===== config.mk =====
export PLATFORM = sky130hd
export DESIGN_NAME = mdio_mgmt_master
export DESIGN_NICKNAME = d
export VERILOG_FILES = /design/src/rtl/mdio_mgmt_pkg.sv /design/src/rtl/mdio_mdc_gen.sv /design/src/rtl/mdio_frame_seq.sv /design/src/rtl/mdio_mgmt_master.sv
export SDC_FILE = /design/constraint.sdc
export NUM_CORES = 1
export LEC_CHECK = 0
export BUFFER_PORTS_ARGS = -buffer_cell sky130_fd_sc_hd__buf_4
export CORE_UTILIZATION = 35
export DETAILED_ROUTE_END_ITERATION = 8
export GPL_ROUTABILITY_DRIVEN = 0
export PLACE_DENSITY = 0.52
export SYNTH_ARGS = -nofsm -noshare
export SYNTH_HDL_FRONTEND = slang
export SYNTH_SLANG_ARGS = --single-unit

===== constraint.sdc =====
create_clock -name clk_i -period 4.15 [get_ports clk_i]
set_input_delay 0.6225 -clock clk_i [delete_from_list [all_inputs] [get_ports clk_i]]
set_output_delay 0.6225 -clock clk_i [all_outputs]
set_load 0.01 [all_outputs]

===== src/rtl/mdio_mgmt_pkg.sv =====
package mdio_mgmt_pkg;
  localparam int ADDR_W     = 5;
  localparam int DATA_W     = 16;
  localparam int CR_W       = 4;
  localparam int HALF_W     = 7;
  localparam int PRE_LEN    = 32;
  localparam int FRAME_BITS = PRE_LEN + 4 + 2 * ADDR_W + 2 + DATA_W;

  typedef struct packed {
    logic [ADDR_W-1:0] phy;
    logic [ADDR_W-1:0] regno;
    logic [CR_W-1:0]   cr;
    logic              wr;
    logic              busy;
  } cmd_t;

  // half of the MDC period in system clocks
  function automatic logic [HALF_W-1:0] mdc_half(input logic [CR_W-1:0] code);
    case (code)
      4'd0:    return HALF_W'(21);
      4'd1:    return HALF_W'(31);
      4'd2:    return HALF_W'(8);
      4'd3:    return HALF_W'(13);
      4'd4:    return HALF_W'(51);
      default: return HALF_W'(62);
    endcase
  endfunction
endpackage


===== src/rtl/mdio_mdc_gen.sv =====
module mdio_mdc_gen #(
  parameter int HALF_W = 7
) (
  input  logic              clk_i,
  input  logic              rst_ni,
  input  logic              run_i,
  input  logic [HALF_W-1:0] half_i,
  output logic              mdc_o,
  output logic              rise_o,
  output logic              fall_o
);
  logic [HALF_W-1:0] cnt_q;
  logic              mdc_q;
  logic              wrap;

  assign wrap   = run_i && (cnt_q == half_i - HALF_W'(1));
  assign rise_o = wrap && !mdc_q;
  assign fall_o = wrap && mdc_q;
  assign mdc_o  = mdc_q;

  always_ff @(posedge clk_i or negedge rst_ni) begin
    if (!rst_ni) begin
      cnt_q <= '0;
      mdc_q <= 1'b0;
    end else if (!run_i) begin
      cnt_q <= '0;
      mdc_q <= 1'b0;
    end else if (wrap) begin
      cnt_q <= '0;
      mdc_q <= ~mdc_q;
    end else begin
      cnt_q <= cnt_q + HALF_W'(1);
    end
  end

  a_r4_mdc_steady: assert property (@(posedge clk_i) disable iff (!rst_ni)
    (run_i && !wrap) |=> $stable(mdc_q));
endmodule


===== src/rtl/mdio_frame_seq.sv =====
module mdio_frame_seq
  import mdio_mgmt_pkg::*;
(
  input  logic              clk_i,
  input  logic              rst_ni,
  input  logic              start_i,
  input  logic              write_i,
  input  logic [ADDR_W-1:0] phy_i,
  input  logic [ADDR_W-1:0] reg_i,
  input  logic [DATA_W-1:0] wdata_i,
  input  logic              rise_i,
  input  logic              fall_i,
  input  logic              mdio_i,
  output logic              mdio_o,
  output logic              mdio_oe_o,
  output logic [DATA_W-1:0] rdata_o,
  output logic              done_o
);
  localparam int IDX_W = $clog2(FRAME_BITS);
  localparam logic [IDX_W-1:0] TA_POS   = IDX_W'(PRE_LEN + 4 + 2 * ADDR_W);
  localparam logic [IDX_W-1:0] DATA_POS = IDX_W'(PRE_LEN + 6 + 2 * ADDR_W);
  localparam logic [IDX_W-1:0] LAST_POS = IDX_W'(FRAME_BITS - 1);

  logic [FRAME_BITS-1:0] tx_q;
  logic [IDX_W-1:0]      idx_q;
  logic                  active_q;
  logic                  rd_q;
  logic [DATA_W-1:0]     rdata_q;

  assign done_o    = active_q && fall_i && (idx_q == LAST_POS);
  assign mdio_o    = tx_q[FRAME_BITS-1];
  assign mdio_oe_o = active_q && !(rd_q && idx_q >= TA_POS);
  assign rdata_o   = rdata_q;

  always_ff @(posedge clk_i or negedge rst_ni) begin
    if (!rst_ni) begin
      tx_q     <= '1;
      idx_q    <= '0;
      active_q <= 1'b0;
      rd_q     <= 1'b0;
      rdata_q  <= '0;
    end else begin
      if (start_i) begin
        tx_q     <= {{PRE_LEN{1'b1}}, 2'b01, (write_i ? 2'b01 : 2'b10),
                     phy_i, reg_i, 2'b10, wdata_i};
        idx_q    <= '0;
        active_q <= 1'b1;
        rd_q     <= !write_i;
      end else if (active_q && fall_i) begin
        if (idx_q == LAST_POS) begin
          active_q <= 1'b0;
        end else begin
          tx_q  <= {tx_q[FRAME_BITS-2:0], 1'b1};
          idx_q <= idx_q + IDX_W'(1);
        end
      end
      if (active_q && rise_i && rd_q && idx_q >= DATA_POS)
        rdata_q <= {rdata_q[DATA_W-2:0], mdio_i};
    end
  end

  // output bit moves only on a falling MDC strobe
  a_r8_out_on_fall: assert property (@(posedge clk_i) disable iff (!rst_ni)
    (active_q && !fall_i && !start_i) |=> $stable(mdio_o));
endmodule


===== src/rtl/mdio_mgmt_master.sv =====
module mdio_mgmt_master
  import mdio_mgmt_pkg::*;
(
  input  logic        clk_i,
  input  logic        rst_ni,
  input  logic        wr_en_i,
  input  logic        wr_sel_i,
  input  logic [15:0] wr_data_i,
  output logic [15:0] cmd_o,
  output logic [15:0] data_o,
  output logic        mdc_o,
  output logic        mdio_o,
  output logic        mdio_oe_o,
  input  logic        mdio_i
);
  cmd_t              cmd_q;
  cmd_t              cmd_in;
  logic [DATA_W-1:0] data_q;
  logic              pulse_q;
  logic              accept, launch;
  logic              run, rise, fall;
  logic              frame_done;
  logic [DATA_W-1:0] rdata;

  assign cmd_in = cmd_t'(wr_data_i);
  assign accept = wr_en_i && !wr_sel_i && !cmd_q.busy && !pulse_q;
  assign launch = accept && cmd_in.busy;
  assign run    = cmd_q.busy || pulse_q;
  assign cmd_o  = cmd_q;
  assign data_o = data_q;

  always_ff @(posedge clk_i or negedge rst_ni) begin
    if (!rst_ni) begin
      cmd_q   <= '0;
      data_q  <= '0;
      pulse_q <= 1'b0;
    end else begin
      if (accept) begin
        cmd_q   <= cmd_in;
        pulse_q <= !cmd_in.busy;
      end else begin
        if (pulse_q && fall) pulse_q <= 1'b0;
        if (frame_done)      cmd_q.busy <= 1'b0;
      end
      if (frame_done && !cmd_q.wr)
        data_q <= rdata;
      else if (wr_en_i && wr_sel_i)
        data_q <= wr_data_i;
    end
  end

  mdio_mdc_gen #(.HALF_W(HALF_W)) u_mdc (
    .clk_i  (clk_i),
    .rst_ni (rst_ni),
    .run_i  (run),
    .half_i (mdc_half(cmd_q.cr)),
    .mdc_o  (mdc_o),
    .rise_o (rise),
    .fall_o (fall)
  );

  mdio_frame_seq u_seq (
    .clk_i     (clk_i),
    .rst_ni    (rst_ni),
    .start_i   (launch),
    .write_i   (cmd_in.wr),
    .phy_i     (cmd_in.phy),
    .reg_i     (cmd_in.regno),
    .wdata_i   (data_q),
    .rise_i    (rise),
    .fall_i    (fall),
    .mdio_i    (mdio_i),
    .mdio_o    (mdio_o),
    .mdio_oe_o (mdio_oe_o),
    .rdata_o   (rdata),
    .done_o    (frame_done)
  );

  a_r10_cmd_frozen: assert property (@(posedge clk_i) disable iff (!rst_ni)
    (cmd_q.busy && !frame_done) |=> ($stable(cmd_q.phy) && $stable(cmd_q.regno)
                                     && $stable(cmd_q.cr) && $stable(cmd_q.wr) && cmd_q.busy));
  a_r9_pulse_quiet: assert property (@(posedge clk_i) disable iff (!rst_ni)
    pulse_q |-> !mdio_oe_o);
  a_r3_done_in_frame: assert property (@(posedge clk_i) disable iff (!rst_ni)
    frame_done |-> cmd_q.busy);
  a_r4_idle_mdc_low: assert property (@(posedge clk_i) disable iff (!rst_ni)
    (!run && !$past(run)) |-> !mdc_o);
endmodule


Yosys cells after proc, flatten, opt, wreduce, memory -nomap -nowiden:

Cells that the tools add are included.

* bitwise operators: 1
* $add $sub $neg: 3
* multiplexer cells: 21
* eq/ne operators: 8
* reduce and logical (&&, ||, !) cells: 34
* $lt $le $gt $ge: 2

Operator list (number)
* 64-bit 2-to-1 mux: 3
* 16-bit 2-to-1 mux: 2
* 6-bit case mux with 5 select lines: 1
* 6-bit 2-to-1 mux: 3
* 1-bit logical AND: 17
* 7-bit 2-to-1 mux: 2
* 6-bit greater-or-equal comparator, second input constant: 2
* 2-bit nonzero test: 5
* 1-bit 2-to-1 mux: 9
* 4-bit by 2-bit equality test with 1-bit output, second input constant: 2
* 1-bit zero test: 8
* 7-bit by 1-bit adder with 7-bit output, second input constant: 1
* 7-bit equality test: 1
* 6-bit by 1-bit subtractor with 7-bit output, second input constant: 1
* 6-bit by 1-bit adder with 6-bit output, second input constant: 1
* 6-bit equality test, second input constant: 1
* 4-bit by 1-bit equality test with 1-bit output, second input constant: 1
* 4-bit by 3-bit equality test with 1-bit output, second input constant: 1
* 4-bit zero test: 1
* 2-bit != test, second input constant: 2
* 2-bit AND reduction: 2
* 2-bit 2-to-1 mux: 1
* 1-bit logical OR: 1
* 1-bit NOT: 1

* output and inout bits: 35
* word-level logic and storage cells: 83
* bits in registers: 129
* input bits: 21

Longest topological paths before layout:

Gate-level depths: netlist (run 1).

* word-level depth: 10
* gate-level depth with buffers: 12
* depth with buffers taken out: 9

Cells and area by module:

A second synthesis (run 1) with hierarchy kept.

* cell total of the unflattened synthesis: 570
* area, all modules: 6556.3 µm²

Modules (own cells, without submodules)
* mdio_frame_seq: sequential area each 2282.2 µm², area an instance 4416.7 µm², times used 1, cells an instance 404
* mdio_mgmt_master: sequential area each 825.8 µm², area an instance 1584.0 µm², times used 1, cells an instance 108
* mdio_mdc_gen: sequential area each 200.2 µm², area an instance 555.5 µm², times used 1, cells an instance 58

Worst setup path before layout (run 1):

No wires, ideal clock.

* path kind: flip-flop to flip-flop
* start: register cmd_q, in the netlist cmd_o[3]
* end: register data_q[10], in the netlist data_o[10]
* cell stages (with the launch flop): 12
* path buffers: 2
* path slack: 845 ps
* period minus slack after synthesis: 3305 ps
* setup time: 125 ps
* required time: 4025 ps
* arrival: 3180 ps
* cells stage by stage: dfrtp_1 -> nor2b_1 -> a211o_2 -> ha_1 -> xnor2_1 -> a211oi_2 -> nand4b_1 -> or3_4 -> or4_4 -> buf_6 -> buf_12 -> mux2_4

* cells in the longest elaborated chain, start to end: 10
* elaborated cells on any way between the ends: 15
* classes of those cells: 1 x add/sub; 5 x eq/ne; 2 x mux; 7 x reduce/logical

RTL lines
* start: declaration: line mdio_mgmt_master.sv:16 `cmd_t cmd_q;`
* start signal: assignment: line mdio_mgmt_master.sv:39 `cmd_q <= cmd_in;`
* 4-bit by 3-bit equality test with 1-bit output, or another cell as far along: line mdio_mgmt_pkg.sv:19 `case (code)`
* 6-bit case mux with 5 select lines (*): line mdio_mgmt_pkg.sv:19
* 6-bit by 1-bit subtractor with 7-bit output (*): line mdio_mdc_gen.sv:16 `assign wrap = run_i && (cnt_q == half_i - HALF_W'(1));`
* 7-bit equality test (*): line mdio_mdc_gen.sv:16
* 1-bit logical AND (*): line mdio_mdc_gen.sv:16
* 1-bit logical AND (*): line mdio_mdc_gen.sv:18 `assign fall_o = wrap && mdc_q;`
* 1-bit logical AND (*) (2 in series): line mdio_frame_seq.sv:30 `assign done_o = active_q && fall_i && (idx_q == LAST_POS);`
* 1-bit logical AND (*): line mdio_mgmt_master.sv:45 `if (frame_done && !cmd_q.wr)`
* 16-bit 2-to-1 mux / 2-bit nonzero test (equally long branches)
* end signal: assignment: line mdio_mgmt_master.sv:46 `data_q <= rdata;`
* end signal: assignment: line mdio_mgmt_master.sv:48 `data_q <= wr_data_i;`
* end: declaration: line mdio_mgmt_master.sv:18 `logic [DATA_W-1:0] data_q;`

Every way passes the cells marked *; elsewhere a longest branch is shown, timed or not.
A chain may end at the register's enable or synchronous reset.

Final worst setup path (run 1):

* start: register cmd_q, in the netlist cmd_o[3]
* end: register u_seq.idx_q[5]

* cells in the longest elaborated chain, start to end: 9
* elaborated cells on any way between the ends: 13
* classes of those cells: 1 x add/sub; 5 x eq/ne; 1 x mux; 6 x reduce/logical

RTL lines
* 4-bit by 3-bit equality test with 1-bit output, or another cell as far along: line mdio_mgmt_pkg.sv:19
* 6-bit case mux with 5 select lines (*): line mdio_mgmt_pkg.sv:19
* 6-bit by 1-bit subtractor with 7-bit output (*): line mdio_mdc_gen.sv:16
* 7-bit equality test (*): line mdio_mdc_gen.sv:16
* 1-bit logical AND (*): line mdio_mdc_gen.sv:16
* 1-bit logical AND (*): line mdio_mdc_gen.sv:18
* 1-bit logical AND (*): line mdio_frame_seq.sv:49 `end else if (active_q && fall_i) begin`
* 2-bit nonzero test (no line) (*)
* 2-bit AND reduction (no line) (*)
* end signal: assignment: line mdio_frame_seq.sv:54 `idx_q <= idx_q + IDX_W'(1);`
* end: declaration: line mdio_frame_seq.sv:25 `logic [IDX_W-1:0] idx_q;`

Marked as above.

==> results of run 1 <==
## stage by stage
step / power, mW / hold WS, ns / instances / area (um^2)
2_1_floorplan: 2.50 / 0.327 / 548 / 5810
3_3_place_gp: 2.83 / 0.450 / 792 / 6400
3_5_place_dp: 2.87 / 0.450 / 792 / 6400
4_1_cts: 4.53 / 0.406 / 824 / 7050
5_1_grt: 4.72 / 0.410 / 824 / 7050
6_report: 4.46 / 0.381 / 824 / 7050
## cell usage in the layout (no fill, tap or decap), drive strengths merged, types with 2 or more instances in the layout
| cell | instances |
|---|---|
| a211oi | 3 |
| a21o | 3 |
| a21oi | 33 |
| a31oi | 16 |
| buf | 63 |
| bufinv | 4 |
| clkbuf | 21 |
| clkinv | 2 |
| clkinvlp | 2 |
| dfrtp | 65 |
| dfstp | 64 |
| ha | 3 |
| inv | 7 |
| mux2 | 61 |
| nand2 | 126 |
| nand2b | 3 |
| nand3 | 43 |
| nor2 | 41 |
| nor3 | 4 |
| nor4 | 2 |
| o21ai | 9 |
| or3 | 5 |
| or4 | 3 |
| xnor2 | 4 |
| xor2 | 6 |
## cell type report
| cell class | instances | area, um^2 | share of cell area (%) |
|---|---|---|---|
| Clock inverter | 11 | 173 | 2.45 |
| Timing Repair Buffer | 63 | 485 | 6.88 |
| Sequential cell | 129 | 3310 | 46.9 |
| Clock buffer | 21 | 482 | 6.83 |
| Inverter | 4 | 15.0 | 0.213 |
| Tap cell | 216 | 270 | 3.83 |
| Multi-Input combinational cell | 380 | 2320 | 32.9 |
## power by group through the flow
stage	sequential (mW)	combinational (mW)	clock, mW
after global routing	1.98	1.01	1.73
after CTS	1.94	0.919	1.67
after floorplan	1.90	0.596	0
final	1.93	0.900	1.63
after global placement	1.94	0.895	0
after detailed placement	1.95	0.917	0
## metal layers
metal  global-route usage, %  vias to the layer above  share of wire (%)
met5                       0                        -                  0
met4                    5.88                        0               0.85
met3                    4.56                        9                3.6
met2                    24.0                       67                 49
met1                    20.4                     1985                 47
li1                        -                     1969                  -
## worst max-delay path: stages, from the launching register on
cell and delay [ns]:
dfrtp_1 0.45, nor2b_1 0.18, a211o_2 0.31, ha_1 0.31, xnor2_1 0.14, a211oi_2 0.19
nand4b_1 0.19, or4_2 0.94, or4_1 0.54, a21oi_1 0.15
## how the worst min path moves through the flow
stage | start | endpoint | slack (ns) | depth (start not counted)
2_1_floorplan | rst_ni | cmd_o[0] | 0.33 | 0
3_3_place_gp | u_seq.tx_q[15] | u_seq.tx_q[16] | 0.45 | 2
3_5_place_dp | u_seq.tx_q[15] | u_seq.tx_q[16] | 0.45 | 2
4_1_cts | wr_data_i[1] | u_seq.tx_q[29] | 0.41 | 2
5_1_grt | wr_data_i[1] | u_seq.tx_q[29] | 0.41 | 2
6_report | rst_ni | u_mdc.cnt_q[3] | 0.38 | 1
## cell families (layout without fill, tap and decap cells)
group           after synthesis  in the layout  synth area share (%)
buf+inv                      39             99                  3.30
mux                          61             61                  12.5
compound gates               72             72                  7.39
xor+xnor                     10             10                  1.51
fa+ha+maj                     3              3                 0.647
flops                       129            129                  57.0
simple gates                234            234                  17.7
## flip-flops by register name, summed over array words and instances, names as in the netlist
signal          cells
cmd_o              16
u_seq.idx_q         6
u_seq.tx_q         64
data_o             16
u_mdc.cnt_q         7
u_mdc.mdc_o         1
u_seq.active_q      1
pulse_q             1
u_seq.rd_q          1
u_seq.rdata_o      16
==> run metrics, run 1 <==
outcome=complete, no violations; Global Route Usage Sum=~15%; initial antenna violation count=0; peak supply drop=approximately 330 uV; count of cell types in the netlist=slightly below 50; I/O Pins=56; Setup violations, final=0; Mapped Area=around 5800 um^2; Fin Setup TNS=0 ns; synth warn=0; Cells after Synth=roughly 550; Ant. Diodes=0; EDFF count, synth=0; syn nets=about 570; relative slew slack=30.2%; Final Max Slew Viols=0; largest net degree at the start of global routing=81; clock latency at the later pin of the worst-skew pair=around 0.42 ns; final setup margin=roughly 0.67 ns; top-count cell post-synth=nand2_1; reg2reg end=u_seq.idx_q[5]; Async SR Flop Fraction=100%; worst slack at placement=about 0.66 ns; arrival time worst endpoint=~3.8 ns; PwrDens=633 nW/um^2; Synth area leader=dfstp_2; CTS Hold Bufs=0; Starting Density=between 30% and 40%; Sw Ratio=around 28%; full die area=around 17000 um^2; vias in the first global route=3988; worst min path class=input pin to async pin; crit path launch type=flip-flop; TritonRoute pass-1 iters=4; Internal=about 3.2 mW; Worst R2R Start=cmd_o[3]; Antenna Nets Post-Route=0; sequential area share after synthesis=between 50% and 60%; P_sw=around 1.2 mW; Synth top cells by count=nand2_1, dfrtp_1, dfstp_2; Starting DRT DRC Count=between 200 and 300; f_max=between 200 and 300 MHz; TritonCTS Buffers=17; Max Fanout on Critical Path=21; # fillers=between 1500 and 2000; CTS sink cnt=roughly 130; Reg2Reg Depth=9; flops & latches, synth=~130; CP required=around 4.5 ns; layout cells sized above 1=38.0%; crit path to=u_seq.idx_q[5]; max-capacitance violation count=0; leakage power=~3.2 nW; die width=approximately 130 um; Synth area leaders=dfstp_2, dfrtp_1, mux2_2, nand2_1, nand3_1; Port Buf Inserts=between 50 and 60; Final nets=619; RSZ-0062 raised after global routing=false; drt via density=a little under 5; clk slew on worst S/H paths=approximately 0.060 ns; Area Growth Syn to Fin=21.5%; Core Box Area=16100 um^2; Hold Fails Final Rpt=0; H-Tree Depth=4; Root Buffer=clkbuf_16; Gate power share=between 20% and 30%; Sequential Power Share=43.3%; first-pass GRT wire length=about 20000 um; Clk pwr share=a little over a third; r2r setup slk=0.67 ns; CTS tree=built; Via Count=just over 4000; Die Y=around 130 um; Critical Path Source=cmd_o[3]; Post-CTS Setup Bufs=0; std cell rows=46; Setup crit end kind=flip-flop; Clock Path Buffers=2; final wirelength=12000 um; fin crit period=approximately 3.5 ns; CP Class=flip-flop to flip-flop; post-synth top area share=just under 30%; top_reg_cell synth=dfrtp_1; global route total overflow=0; post-DP HPWL=a little under 8000 um; Worst-Margin Slew=between 1 and 1.5 ns; final worst path period share=83.8%; Final Core Density=between 40% and 50%; WL per Instance=~15 um; DRC violations left=0; Clock Skew=between 0.01 and 0.015 ns; Synth Area per Inst=about 11 um^2; Resize count post-CTS=0
Power figures use the tool's default switching activity.
==> run 2, diff against run 1 <==
ABC_AREA = 1   (was unset)
PLACE_DENSITY = 0.54   (was 0.52)
clock period = 2.94 ns   (was 4.15 ns; I/O delays follow)
==> run metrics, run 2 <==
busiest grt layer=met2; Gate power share=15.0% (-5.2 points); commonest non-fill, non-tap cell in the layout=nand2_1; Die Y=133 um (+1.4%); TritonCTS Buffers=17 (unchanged); # fillers=1653 (+8.0%); Final nets=794 (+28%); Clk pwr share=39.5% (+2.9 points); Ant. Diodes=0 (unchanged); Final Max Slew Viols=0 (unchanged); top_reg_cell synth=dfrtp_1; DRC violations left=0 (unchanged); Synth area leader=dfstp_2; CTS Hold Bufs=0 (unchanged); peak supply drop=535 uV (+60%); initial antenna violation count=0 (unchanged); RSZ-0062 raised after global routing=false; max FFs per register=64 (unchanged); Core Box Area=16600 um^2 (+3.6%); Sw Ratio=26.7% (-1.3 points); CP required=3.26 ns (-1.21 ns); Max Fanout on Critical Path=43 (+100%); Antenna Nets Post-Route=0 (unchanged); Starting Density=35.9% (-0.25 points); placed cell area=6600 um^2 (+3.1%); Starting DRT DRC Count=510 (+95%); vias in the first global route=4756 (+19%); outcome=complete, no violations; EDFF count, synth=0 (unchanged); Clock Skew=0.00669 ns (-0.00402 ns); max-capacitance violation count=0 (unchanged); relative slew slack=33.4% (+3.2 points); top-count cell post-synth=nand2_1; post-DP HPWL=9520 um (+24%); CP Class=flip-flop to flip-flop; I/O Pins=56 (unchanged); global route total overflow=0 (unchanged); worst slack at placement=0.0444 ns (-0.614 ns); Worst R2R Start=cmd_o[5]; H-Tree Depth=4 (unchanged); Setup violations, final=0 (unchanged); Synth top cells by count=nand2_1, inv_1, nand3_1; Global Route Usage Sum=17.7% (+2.2 points); Most flops, register=u_seq.tx_q; Fin Setup TNS=0 ns (unchanged); Hold Fails Final Rpt=0 (unchanged); final cell count without fillers=1003 (+22%); Synth area leaders=dfstp_2, dfrtp_1, nand2_1, nand3_1, o21ai_0; Area Growth Syn to Fin=20.1%; Internal=3.64 mW (+13%); clk slew on worst S/H paths=0.06 ns (about the same); full die area=17600 um^2 (+2.9%); CTS sink cnt=129 (unchanged); most frequent cells in the layout=nand2_1, buf_4, inv_1, nand3_1, dfrtp_1; Async SR Flop Fraction=100% (unchanged); drt via density=4.86 (-0.70%); Mapped Area=5970 um^2 (+2.9%); synth warn=0 (unchanged); TritonRoute pass-1 iters=5 (+1); CTS tree=built; Setup crit end kind=flip-flop; Sequential Power Share=45.5% (+2.2 points); crit path launch type=flip-flop; final setup margin=0.261 ns (-0.410 ns); clock latency at the later pin of the worst-skew pair=0.41 ns (about the same); count of cell types in the netlist=31 (-37%); met2 Use GR=27.9% (+3.9 points); WL per Instance=14.5 um (-0.64%); f_max=373 MHz (+30%); post-synth top area share=28.1% (-0.82 points); leakage power=3.46 nW (+7.6%); met3 Use GR=4.71% (+0.15 points); P_sw=1.33 mW (+6.3%); Synth Area per Inst=8.33 um^2 (-21%); sequential area share after synthesis=55.4% (-1.6 points); PwrDens=693 nW/um^2 (+9.5%); std cell rows=47 (+2.2%); worst min path class=input pin to async pin; M1 GR Usage=23.6% (+3.2 points); Via Count=4871 (+21%); arrival time worst endpoint=3.00 ns (-0.80 ns); Clock Path Buffers=2 (unchanged); Root Buffer=clkbuf_16; final wirelength=14600 um (+21%); layout cells sized above 1=22.3% (-16 points); first-pass GRT wire length=24300 um (+21%); largest net degree at the start of global routing=52 (-36%); Critical Path Source=cmd_o[5]; die width=133 um (+1.4%); fin crit period=2.68 ns (-0.800 ns); syn nets=741 (+30%); cell area after layout=7180 um^2 (+1.7%); final worst path period share=91.1% (+7.3 points); Port Buf Inserts=55 (unchanged); flops & latches, synth=129 (unchanged); Worst-Margin Slew=0.998 ns (-0.0491 ns); Cells after Synth=717 (+31%); placed insts=970 (+22%)
## run 2: cell count changes after synthesis, moves of 22 or more
cell     previous run  this run
o21ai_0             8        55
mux2_2             51         0
o21ai_1             1        23
nand3_1            43        66
nand2_1           126       224
inv_1               4        66
## run 2: logic make-up after synthesis
| group | Yosys count | synth area share [%] |
|---|---|---|
| AND/OR/NAND/NOR | 364 | 26.2 |
| flip-flops | 129 | 55.4 |
| AO/OA/AOI/OAI | 107 | 9.05 |
| buffers and inverters | 106 | 7.58 |
| XOR/XNOR | 8 | 1.17 |
| adder cells (fa/ha/maj) | 3 | 0.628 |
## run 2: power by group through the flow
stage | Combinational [mW] | Sequential, mW | Clock, mW
global route | 0.856 | 2.29 | 2.08
finish | 0.746 | 2.26 | 1.96
floorplan | 0.484 | 2.26 | 0
global placement | 0.720 | 2.28 | 0
CTS | 0.750 | 2.26 | 2.01
detailed placement | 0.746 | 2.29 | 0
## run 2: cell type report
cell class | instances | area (um^2) | area share [%]
clock inverter | 6 | 57.6 | 0.802
sequential | 129 | 3310 | 46.1
multi-input combinational | 483 | 2240 | 31.2
clock buffer | 26 | 489 | 6.82
inverter | 68 | 255 | 3.56
timing repair buffer | 71 | 549 | 7.65
tap | 220 | 275 | 3.84
## run 2: worst max-delay path, cell delays in order (launching register included)
cell	delay [ns]
dfrtp_1	0.43
nor2_2	0.21
nand2_1	0.12
nand2_1	0.08
ha_1	0.23
xnor2_1	0.13
nor2_1	0.10
nand3_1	0.07
nor2_1	0.15
nand3_2	0.15
nor2_2	0.14
nand2_2	0.09
nor2_4	0.13
buf_6	0.32
nand3_1	0.12
o21ai_1	0.11
## run 2: metal layers
metal / wire [um] / vias to the layer above
li1: - / 2402
met1: 6990 / 2360
met2: 6770 / 91
met3: 599 / 18
met4: 206 / 0
met5: 0 / -
## run 2: metrics by stage
stage	hold WS, ns	utilization, %	power [mW]
2_1_floorplan	0.145	-	2.75
3_3_place_gp	0.450	39.7	3.00
3_5_place_dp	0.453	39.7	3.03
4_1_cts	0.0891	42.9	5.02
5_1_grt	0.116	43.1	5.23
6_report	0.0729	43.1	4.97
## run 2: repair_timing
item / CTS / global route
setup buffers: 0 / 0
endpoints found under the setup margin: 0 / 53
hold endpoints to repair: 0 / 0
gates resized for setup: 0 / 3
## run 2: final timing paths
kind / endpoint / slack (ns) / cells after the start
min in group clk_i: cmd_o[5] / 0.24 / 3
worst min-delay path: u_seq.idx_q[0] / 0.07 / 1
max in group asynchronous: u_seq.tx_q[46] / 2.04 / 2
worst max register to register: u_seq.idx_q[5] / 0.26 / 15
worst min register to register: u_seq.tx_q[31] / 0.46 / 2
worst max-delay path: u_seq.idx_q[5] / 0.26 / 15
